`src/rtl/mc_cpu_pkg.sv`:
```
package mc_cpu_pkg;

  localparam logic [2:0] OP_LOAD  = 3'd0;
  localparam logic [2:0] OP_STORE = 3'd1;
  localparam logic [2:0] OP_JUMP  = 3'd2;
  localparam logic [2:0] OP_CALL  = 3'd3;
  localparam logic [2:0] OP_EXT   = 3'd7;

  localparam logic [2:0] XOP_MOV = 3'd0;
  localparam logic [2:0] XOP_LDI = 3'd1;
  localparam logic [2:0] XOP_STI = 3'd2;
  localparam logic [2:0] XOP_ADD = 3'd3;
  localparam logic [2:0] XOP_CMP = 3'd4;
  localparam logic [2:0] XOP_INC = 3'd5;
  localparam logic [2:0] XOP_RET = 3'd6;

  typedef enum logic [1:0] {MAR_PC, MAR_ADS, MAR_REG} marSrc_e;
  typedef enum logic [1:0] {MDR_MEM, MDR_REG, MDR_PC} mdrSrc_e;
  typedef enum logic [1:0] {ALU_PASS, ALU_ADD, ALU_INC, ALU_DEC} alu_e;
  typedef enum logic [1:0] {SEL_R, SEL_R1, SEL_R2, SEL_SP} regSel_e;

  typedef struct packed {
    logic    marLd;
    marSrc_e marSrc;
    logic    mdrLd;
    mdrSrc_e mdrSrc;
    logic    irLd;
    logic    pcInc;
    logic    pcLdAds;
    logic    pcLdCond;
    logic    pcLdMdr;
    logic    tLd;
    alu_e    aluOp;
    logic    regWr;
    logic    regFromMdr;
    regSel_e srcSel;
    regSel_e dstSel;
    logic    ccLd;
    logic    takeLd;
    logic    memWe;
  } ctl_t;

endpackage

```
`src/rtl/mc_cpu_ctrl.sv`:
```
module mc_cpu_ctrl
  import mc_cpu_pkg::*;
#(
  parameter int STEP_W = 3
) (
  input  logic       clk,
  input  logic       rst,
  input  logic [2:0] op,
  input  logic [2:0] xop,
  output ctl_t       ctl,
  output logic       instrDone
);

  typedef enum logic [1:0] {ST_F0, ST_F1, ST_F2, ST_EX} state_e;
  typedef enum logic [3:0] {
    C_LOAD, C_STORE, C_JUMP, C_CALL, C_MOV, C_LDI, C_STI,
    C_ADD, C_CMP, C_INC, C_RET, C_NOP
  } cls_e;

  state_e            state;
  logic [STEP_W-1:0] step;
  cls_e              cls;
  logic              lastStep;

  always_comb begin
    cls = C_NOP;
    case (op)
      OP_LOAD:  cls = C_LOAD;
      OP_STORE: cls = C_STORE;
      OP_JUMP:  cls = C_JUMP;
      OP_CALL:  cls = C_CALL;
      OP_EXT: begin
        case (xop)
          XOP_MOV: cls = C_MOV;
          XOP_LDI: cls = C_LDI;
          XOP_STI: cls = C_STI;
          XOP_ADD: cls = C_ADD;
          XOP_CMP: cls = C_CMP;
          XOP_INC: cls = C_INC;
          XOP_RET: cls = C_RET;
          default: cls = C_NOP;
        endcase
      end
      default: cls = C_NOP;
    endcase
  end

  // micro-step table: one strobe set per clock
  always_comb begin
    ctl      = '0;
    lastStep = 1'b0;
    case (state)
      ST_F0: begin ctl.marLd = 1'b1; ctl.marSrc = MAR_PC; end
      ST_F1: begin ctl.mdrLd = 1'b1; ctl.mdrSrc = MDR_MEM; end
      ST_F2: begin ctl.irLd = 1'b1; ctl.pcInc = 1'b1; end
      default: begin
        case (cls)
          C_LOAD, C_LDI: begin
            case (step)
              0: begin
                ctl.marLd  = 1'b1;
                ctl.marSrc = (cls == C_LOAD) ? MAR_ADS : MAR_REG;
                ctl.srcSel = SEL_R1;
              end
              1: begin ctl.mdrLd = 1'b1; ctl.mdrSrc = MDR_MEM; end
              default: begin
                ctl.regWr = 1'b1; ctl.regFromMdr = 1'b1;
                ctl.dstSel = (cls == C_LOAD) ? SEL_R : SEL_R2;
                lastStep = 1'b1;
              end
            endcase
          end
          C_STORE: begin
            case (step)
              0: begin ctl.marLd = 1'b1; ctl.marSrc = MAR_ADS; end
              1: begin ctl.mdrLd = 1'b1; ctl.mdrSrc = MDR_REG; ctl.srcSel = SEL_R; end
              default: begin ctl.memWe = 1'b1; lastStep = 1'b1; end
            endcase
          end
          C_STI: begin
            case (step)
              0: begin ctl.mdrLd = 1'b1; ctl.mdrSrc = MDR_REG; ctl.srcSel = SEL_R1; end
              1: begin ctl.marLd = 1'b1; ctl.marSrc = MAR_REG; ctl.srcSel = SEL_R2; end
              default: begin ctl.memWe = 1'b1; lastStep = 1'b1; end
            endcase
          end
          C_JUMP: begin
            if (step == 0) ctl.takeLd = 1'b1;
            else begin ctl.pcLdCond = 1'b1; lastStep = 1'b1; end
          end
          C_CALL: begin
            case (step)
              0: begin ctl.tLd = 1'b1; ctl.aluOp = ALU_INC; ctl.srcSel = SEL_SP; end
              1: begin ctl.regWr = 1'b1; ctl.dstSel = SEL_SP; end
              2: begin ctl.marLd = 1'b1; ctl.marSrc = MAR_REG; ctl.srcSel = SEL_SP; end
              3: begin ctl.mdrLd = 1'b1; ctl.mdrSrc = MDR_PC; end
              4: ctl.memWe = 1'b1;
              default: begin ctl.pcLdAds = 1'b1; lastStep = 1'b1; end
            endcase
          end
          C_RET: begin
            case (step)
              0: begin ctl.marLd = 1'b1; ctl.marSrc = MAR_REG; ctl.srcSel = SEL_SP; end
              1: begin ctl.mdrLd = 1'b1; ctl.mdrSrc = MDR_MEM; end
              2: ctl.pcLdMdr = 1'b1;
              3: begin ctl.tLd = 1'b1; ctl.aluOp = ALU_DEC; ctl.srcSel = SEL_SP; end
              default: begin ctl.regWr = 1'b1; ctl.dstSel = SEL_SP; lastStep = 1'b1; end
            endcase
          end
          C_MOV, C_ADD, C_INC: begin
            if (step == 0) begin
              ctl.tLd    = 1'b1;
              ctl.srcSel = SEL_R1;
              ctl.aluOp  = (cls == C_MOV) ? ALU_PASS : (cls == C_ADD) ? ALU_ADD : ALU_INC;
            end else begin
              ctl.regWr  = 1'b1;
              ctl.dstSel = (cls == C_MOV) ? SEL_R2 : SEL_R1;
              lastStep   = 1'b1;
            end
          end
          C_CMP: begin ctl.ccLd = 1'b1; ctl.srcSel = SEL_R1; lastStep = 1'b1; end
          default: lastStep = 1'b1;
        endcase
      end
    endcase
  end

  always_ff @(posedge clk) begin
    if (rst) begin
      state <= ST_F0;
      step  <= '0;
    end else begin
      case (state)
        ST_F0: state <= ST_F1;
        ST_F1: state <= ST_F2;
        ST_F2: begin state <= ST_EX; step <= '0; end
        default: begin
          if (lastStep) state <= ST_F0;
          else          step  <= step + STEP_W'(1);
        end
      endcase
    end
  end

  assign instrDone = (state == ST_EX) && lastStep;

  AST_FETCH_SEQ: assert property (@(posedge clk) disable iff (rst)
    state == ST_F0 |=> state == ST_F1);
  AST_STEP_BOUND: assert property (@(posedge clk) disable iff (rst)
    state == ST_EX |-> step <= STEP_W'(5));
  AST_DONE_PULSE: assert property (@(posedge clk) disable iff (rst)
    instrDone |=> !instrDone);

endmodule

```
`src/rtl/mc_cpu_datapath.sv`:
```
module mc_cpu_datapath
  import mc_cpu_pkg::*;
#(
  parameter int DATA_W = 32,
  parameter int ADDR_W = 10,
  parameter int NREG   = 8
) (
  input  logic              clk,
  input  logic              rst,
  input  ctl_t              ctl,
  input  logic [DATA_W-1:0] memRdata,
  output logic [ADDR_W-1:0] memAddr,
  output logic [DATA_W-1:0] memWdata,
  output logic              memWe,
  output logic [2:0]        op,
  output logic [2:0]        xop
);

  localparam int RIDX_W = $clog2(NREG);
  localparam int OP_LSB = DATA_W - 3;
  localparam int R_LSB  = OP_LSB - RIDX_W;
  localparam int X_LSB  = R_LSB - 3;
  localparam int R1_LSB = X_LSB - RIDX_W;
  localparam int R2_LSB = R1_LSB - RIDX_W;
  localparam logic [RIDX_W-1:0] SP_IDX = RIDX_W'(NREG - 1);

  logic [DATA_W-1:0] rf [NREG];
  logic [DATA_W-1:0] ir, mdr, t;
  logic [ADDR_W-1:0] pc, mar;
  logic              zFlag, sFlag, taken;

  logic [RIDX_W-1:0] rF, r1F, r2F, srcIdx, dstIdx;
  logic [ADDR_W-1:0] ads, marNext;
  logic [DATA_W-1:0] regA, regB, aluOut, mdrNext, diff;
  logic              condOk;
  logic [R2_LSB-ADDR_W-1:0] unusedIrBits;

  assign op  = ir[OP_LSB +: 3];
  assign xop = ir[X_LSB +: 3];
  assign rF  = ir[R_LSB +: RIDX_W];
  assign r1F = ir[R1_LSB +: RIDX_W];
  assign r2F = ir[R2_LSB +: RIDX_W];
  assign ads = ir[ADDR_W-1:0];
  assign unusedIrBits = ir[R2_LSB-1:ADDR_W];

  always_comb begin
    case (ctl.srcSel)
      SEL_R:   srcIdx = rF;
      SEL_R1:  srcIdx = r1F;
      SEL_R2:  srcIdx = r2F;
      default: srcIdx = SP_IDX;
    endcase
    case (ctl.dstSel)
      SEL_R:   dstIdx = rF;
      SEL_R1:  dstIdx = r1F;
      SEL_R2:  dstIdx = r2F;
      default: dstIdx = SP_IDX;
    endcase
  end

  assign regA = rf[srcIdx];
  assign regB = rf[r2F];
  assign diff = regA - regB;

  always_comb begin
    case (ctl.aluOp)
      ALU_ADD: aluOut = regA + regB;
      ALU_INC: aluOut = regA + DATA_W'(1);
      ALU_DEC: aluOut = regA - DATA_W'(1);
      default: aluOut = regA;
    endcase
    case (ctl.marSrc)
      MAR_PC:  marNext = pc;
      MAR_ADS: marNext = ads;
      default: marNext = regA[ADDR_W-1:0];
    endcase
    case (ctl.mdrSrc)
      MDR_REG: mdrNext = regA;
      MDR_PC:  mdrNext = DATA_W'(pc);
      default: mdrNext = memRdata;
    endcase
    case (rF)
      3'd0:    condOk = 1'b1;
      3'd1:    condOk = zFlag;
      3'd2:    condOk = !zFlag;
      3'd3:    condOk = sFlag;
      3'd4:    condOk = sFlag || zFlag;
      3'd5:    condOk = !sFlag;
      3'd6:    condOk = !sFlag && !zFlag;
      default: condOk = 1'b0;
    endcase
  end

  // address goes out on the edge that loads MAR, so read data lands next clock
  assign memAddr  = ctl.marLd ? marNext : mar;
  assign memWdata = mdr;
  assign memWe    = ctl.memWe;

  always_ff @(posedge clk) begin
    if (rst) begin
      pc <= '0; mar <= '0; ir <= '0; mdr <= '0; t <= '0;
      zFlag <= 1'b0; sFlag <= 1'b0; taken <= 1'b0;
      for (int i = 0; i < NREG; i++) rf[i] <= '0;
    end else begin
      if (ctl.marLd)  mar <= marNext;
      if (ctl.mdrLd)  mdr <= mdrNext;
      if (ctl.irLd)   ir  <= mdr;
      if (ctl.tLd)    t   <= aluOut;
      if (ctl.takeLd) taken <= condOk;
      if (ctl.ccLd) begin
        zFlag <= (regA == regB);
        sFlag <= diff[DATA_W-1];
      end
      if (ctl.pcInc)                     pc <= pc + ADDR_W'(1);
      else if (ctl.pcLdAds)              pc <= ads;
      else if (ctl.pcLdCond && taken)    pc <= ads;
      else if (ctl.pcLdMdr)              pc <= mdr[ADDR_W-1:0];
      if (ctl.regWr) rf[dstIdx] <= ctl.regFromMdr ? mdr : t;
    end
  end

  AST_PC_STEP: assert property (@(posedge clk) disable iff (rst)
    ctl.pcInc |=> pc == $past(pc) + ADDR_W'(1));
  AST_FLAGS_HOLD: assert property (@(posedge clk) disable iff (rst)
    !ctl.ccLd |=> $stable({zFlag, sFlag}));
  AST_MDR_HOLD: assert property (@(posedge clk) disable iff (rst)
    !ctl.mdrLd |=> $stable(mdr));

endmodule

```
`src/rtl/mc_cpu.sv`:
```
module mc_cpu
  import mc_cpu_pkg::*;
#(
  parameter int DATA_W = 32,
  parameter int ADDR_W = 10,
  parameter int NREG   = 8,
  parameter int CNT_W  = 32
) (
  input  logic              clk,
  input  logic              rst,
  output logic [ADDR_W-1:0] memAddr,
  input  logic [DATA_W-1:0] memRdata,
  output logic [DATA_W-1:0] memWdata,
  output logic              memWe,
  output logic              instrDone,
  output logic [CNT_W-1:0]  cycleCount
);

  ctl_t       ctl;
  logic [2:0] op, xop;

  mc_cpu_ctrl #(.STEP_W(3)) u_ctrl (
    .clk(clk), .rst(rst), .op(op), .xop(xop), .ctl(ctl), .instrDone(instrDone)
  );

  mc_cpu_datapath #(.DATA_W(DATA_W), .ADDR_W(ADDR_W), .NREG(NREG)) u_dp (
    .clk(clk), .rst(rst), .ctl(ctl), .memRdata(memRdata), .memAddr(memAddr),
    .memWdata(memWdata), .memWe(memWe), .op(op), .xop(xop)
  );

  always_ff @(posedge clk) begin
    if (rst) cycleCount <= '0;
    else     cycleCount <= cycleCount + CNT_W'(1);
  end

  AST_COUNT_STEP: assert property (@(posedge clk) disable iff (rst)
    !$past(rst) |-> cycleCount == $past(cycleCount) + CNT_W'(1));

endmodule

```
`config.mk`:
```
export PLATFORM = sky130hd
export DESIGN_NAME = mc_cpu
export DESIGN_NICKNAME = d
export VERILOG_FILES = /design/src/rtl/mc_cpu_pkg.sv /design/src/rtl/mc_cpu_ctrl.sv /design/src/rtl/mc_cpu_datapath.sv /design/src/rtl/mc_cpu.sv
export SDC_FILE = /design/constraint.sdc
export NUM_CORES = 1
export LEC_CHECK = 0
export ABC_AREA = 1
export BUFFER_PORTS_ARGS = -buffer_cell sky130_fd_sc_hd__buf_2
export CAP_MARGIN = 20
export CORE_MARGIN = 2
export CORE_UTILIZATION = 25
export CTS_CLUSTER_SIZE = 10
export DETAILED_ROUTE_END_ITERATION = 8
export HOLD_SLACK_MARGIN = 0.03
export PLACE_DENSITY = 0.41
export SYNTH_ARGS = -nofsm -noshare
export SYNTH_HDL_FRONTEND = slang
export SYNTH_SLANG_ARGS = --single-unit
export TNS_END_PERCENT = 100
```
`constraint.sdc`:
```
create_clock -name clk -period 11.6 [get_ports clk]
set_clock_uncertainty 0.05 [all_clocks]
set_input_delay 2.32 -clock clk [delete_from_list [all_inputs] [get_ports clk]]
set_output_delay 2.32 -clock clk [all_outputs]
set_load 0.01 [all_outputs]
```
==> qor.log <==
[drt] DRT Pass-1 Iters 8
[yosys] gate count of the mapped netlist 3,383
[sta] final count of hold timing violations 0
[sta] setup repair after global routing missed its margin no
[sta] min setup slack post-route 4.00 ns
[clocking] Root Buffer Master clkbuf_16
[sta] highest attainable clock frequency 132 MHz
[drt] average wire length per cell after detail routing 21.9 um
[floorplan] die area 103,000 um^2
[cells_and_area] proportion of layout cells with a drive suffix above 1 10.2%
[drt] DRT antenna net count 0
[critical_path] critical path data required time 9.23 ns
[yosys] share of async-settable or async-resettable flops after synthesis 0%
[yosys] share of synthesized area occupied by flip-flops and latches 42.9%
[critical_path] CP startpoint kind flop
[grt] total congestion overflow 0
[clocking] total clock sinks 408
[clocking] Clock Path Buffers 3
[critical_path] CP peak stage delay 0.67 ns
[yosys] main area contributors after synthesis edfxtp_1 31%, nand2_1 13%, dfxtp_1 12%, nor2_1 6.6%, a21oi_1 6.2%
[cells_and_area] post-route design area 28,600 um^2
[place] half-perimeter wire length after placement 71,600 um
[power_and_ir_drop] leakage power of the design 11.2 nW
[clocking] clock slew at the register clock pins of the worst setup and hold paths 0.06 ns
[critical_path] launch point of the worst reg-to-reg path u_ctrl.step[0]
[sta] worst slack on hold paths 0.409 ns
[clocking] cts bufs inserted 50
[critical_path] worst setup path end memAddr[0]
[critical_path] family with the most delay on the worst path simple AND/OR/NAND/NOR gates
[clocking] buffer count from post-CTS setup fixing 0
[yosys] Post-synth EDFFs 256
[grt] vias in the first global route 22,600
[drt] total wirelength of the detailed-routed design 104,000 um
[drt] total number of vias 23,600
[outcome] run status completed
[hold_path] class of the most critical hold timing path flop to flop
[yosys] post-synth cell types 61
[sta] fraction of the cycle the final worst path needs 65.5%
[place] routability congestion estimate 0.912
[yosys] average footprint of a synthesized cell 7.40 um^2
[critical_path] Worst R2R Path Depth 27
[sta] Slew Limit Fails 0
[critical_path] Crit Path Max Fanout 49
[sta] setup TNS 0 ns
[floorplan] die width 320 um
[sta] slew margin rel. 26.0%
[cells_and_area] synthesis-to-finish area growth 14.1%
[clocking] number of buffers inserted by hold repair at cts 0
[power_and_ir_drop] Peak supply drop 0.000116 V
[critical_path] start point of the critical path u_ctrl.step[0]
[critical_path] Critical R2R Capture u_dp.t[31]
[drt] initial DRC count 2,005
[floorplan] number of rows created at floorplan 116
[floorplan] I/O pin count 110
[floorplan] CORE AREA 99,700 um^2
[grt] wire length of the first global-routing pass 153,000 um
[sta] Final setup viols 0
[critical_path] FF-to-FF setup slack 4.73 ns
[grt] maximum number of pins on one net before global-route repair 91
[yosys] Synth Warn # 0
[floorplan] initial core utilization 25.1%
[cells_and_area] nets 3,532
[clocking] later-pin clock latency in the skew report 0.63 ns
[clocking] TritonCTS clock tree done
[yosys] post-synthesis register bit count 408
[place] placement-stage cell area 27,000 um^2
[critical_path] data arrival at the endpoint of the critical path 5.23 ns
[clocking] Resized cells post-CTS 0
[sta] post-route minimum period 7.60 ns
[sta] actual transition at the worst max-transition pin 1.10 ns
[power_and_ir_drop] total power per unit cell area 244 nW/um^2
[place] number of port buffers 109
[yosys] most numerous cell types in the synthesized netlist 841 x nand2_1, 439 x nor2_1, 311 x a21oi_1, 257 x o21ai_0, 256 x edfxtp_1
[grt] aggregate global-route resource usage 19.9%
[critical_path] cell-by-cell trace of the critical path inv_1 > ha_1 > nand2_2 > nand2_1 > nand4_1 > nand2_1 > nor2_2 > nand3_2 > nand2_2 > inv_2 > nand2_2 > nand2_2 > nor2_4 > buf_4 > a21oi_1 > o21ai_0 > nand2_1 > nand2_1 > o21ai_0 > inv_1 > a21oi_1 > o21ai_0 > buf_2
[critical_path] cell at the slowest stage of the critical path buf_4
[yosys] area of the mapped netlist 25,000 um^2
[clocking] maximum level of the CTS H-tree 2
[critical_path] logic depth of the worst setup path including buffers 23
[place] worst slack at placement 4.64 ns
[yosys] library cell occupying the most area in the post-synthesis netlist edfxtp_1
[drt] Post-route DRC 0
[critical_path] CP Buf/Inv Count 5
[critical_path] Critical Setup Path Class flop to output pin
[yosys] most numerous cell in the Yosys netlist nand2_1
[drt] DR vias/cell 4.96
[flow_run] number of maximum-capacitance constraint violations 0
[yosys] Net Count, Synth 3,490
[cells_and_area] number of fill cells 10,900
[yosys] top flip-flop cell by instance count after synthesis edfxtp_1
[floorplan] die extent in y 320 um
[yosys] top cell type's share of synthesized area 30.7%
[critical_path] element type at the critical path end output pin
[power_and_ir_drop] PnR Total Power 0.00696 W
[grt] number of antenna violations at the first check in global routing 1
[cell families after synthesis]
group | count (synthesis) | share of synthesized area (%)
xor gates and xnor gates | 26 | 0.910
AOI/OAI and AO/OA | 724 | 16.2
adders and majority gates | 73 | 3.65
buffers and inverters | 464 | 7.41
DFF | 408 | 42.9
and+or+nand+nor | 1665 | 28.0
muxes | 23 | 0.920
[worst min path at each step]
stage | start | endpoint | slack [ns] | cells after the start
2_1_floorplan | u_dp.t[10] | u_dp.t[10] | 0.40 | 2
3_3_place_gp | cycleCount[31] | cycleCount[31] | 0.39 | 1
3_5_place_dp | cycleCount[31] | cycleCount[31] | 0.39 | 1
4_1_cts | cycleCount[31] | cycleCount[31] | 0.41 | 1
5_1_grt | cycleCount[31] | cycleCount[31] | 0.42 | 1
6_report | cycleCount[31] | cycleCount[31] | 0.41 | 1
[per-layer routing]
metal	GRT usage, %	up-vias	part of all wire, %	wire length (um)
met1	28.0	11400	48	49600
met4	4.67	0	2.1	2190
met3	1.99	113	4.3	4520
li1	-	11500	-	-
met5	0	-	0	0
met2	32.7	618	46	48000
[sequential cells by signal, summed over array words and instances, names as in the netlist, 2 cells and up, named ones only]
register,flops
u_dp.rf,256
u_dp.ir,25
u_dp.t,32
u_ctrl.state,2
u_dp.mar,10
cycleCount,32
u_ctrl.step,3
u_dp.pc,10
u_dp.memWdata,32
[final cells by class]
| class | instances | area, um^2 | share of cell area (%) |
|---|---|---|---|
| Multi-Input combinational cell | 2511 | 12500 | 43.9 |
| Sequential cell | 408 | 10700 | 37.6 |
| Tap cell | 1298 | 1620 | 5.69 |
| Clock buffer | 82 | 1440 | 5.05 |
| Timing Repair Buffer | 180 | 1090 | 3.80 |
| Inverter | 274 | 1030 | 3.61 |
| Clock inverter | 9 | 108 | 0.377 |
| Antenna cell | 1 | 2.50 | 0.00876 |
[stage by stage]
stage,instances,util (%)
final,4763,28.6
after global routing,4762,28.6
after CTS,4761,28.6
after detailed placement,4670,27.1
after global placement,4668,27.1
after floorplan,3383,-
[cell usage in the layout (no fill, tap or decap), types with 69 or more instances in the layout]
cell type	count
buf_2	109
ha_1	73
nor2_1	438
nand3_1	236
a21oi_1	311
nand2_1	824
dfxtp_1	150
inv_1	255
edfxtp_1	256
o21ai_0	257
buf_4	69
[report_power, final]
part | leakage [nW] | internal, W | switching (W)
clock | 0.749 | 0.000871 | 0.000670
combinational | 6.60 | 0.00107 | 0.00251
sequential | 3.88 | 0.00167 | 0.000173
total | 11.2 | 0.00361 | 0.00335
(Power assumes the default switching activity.)
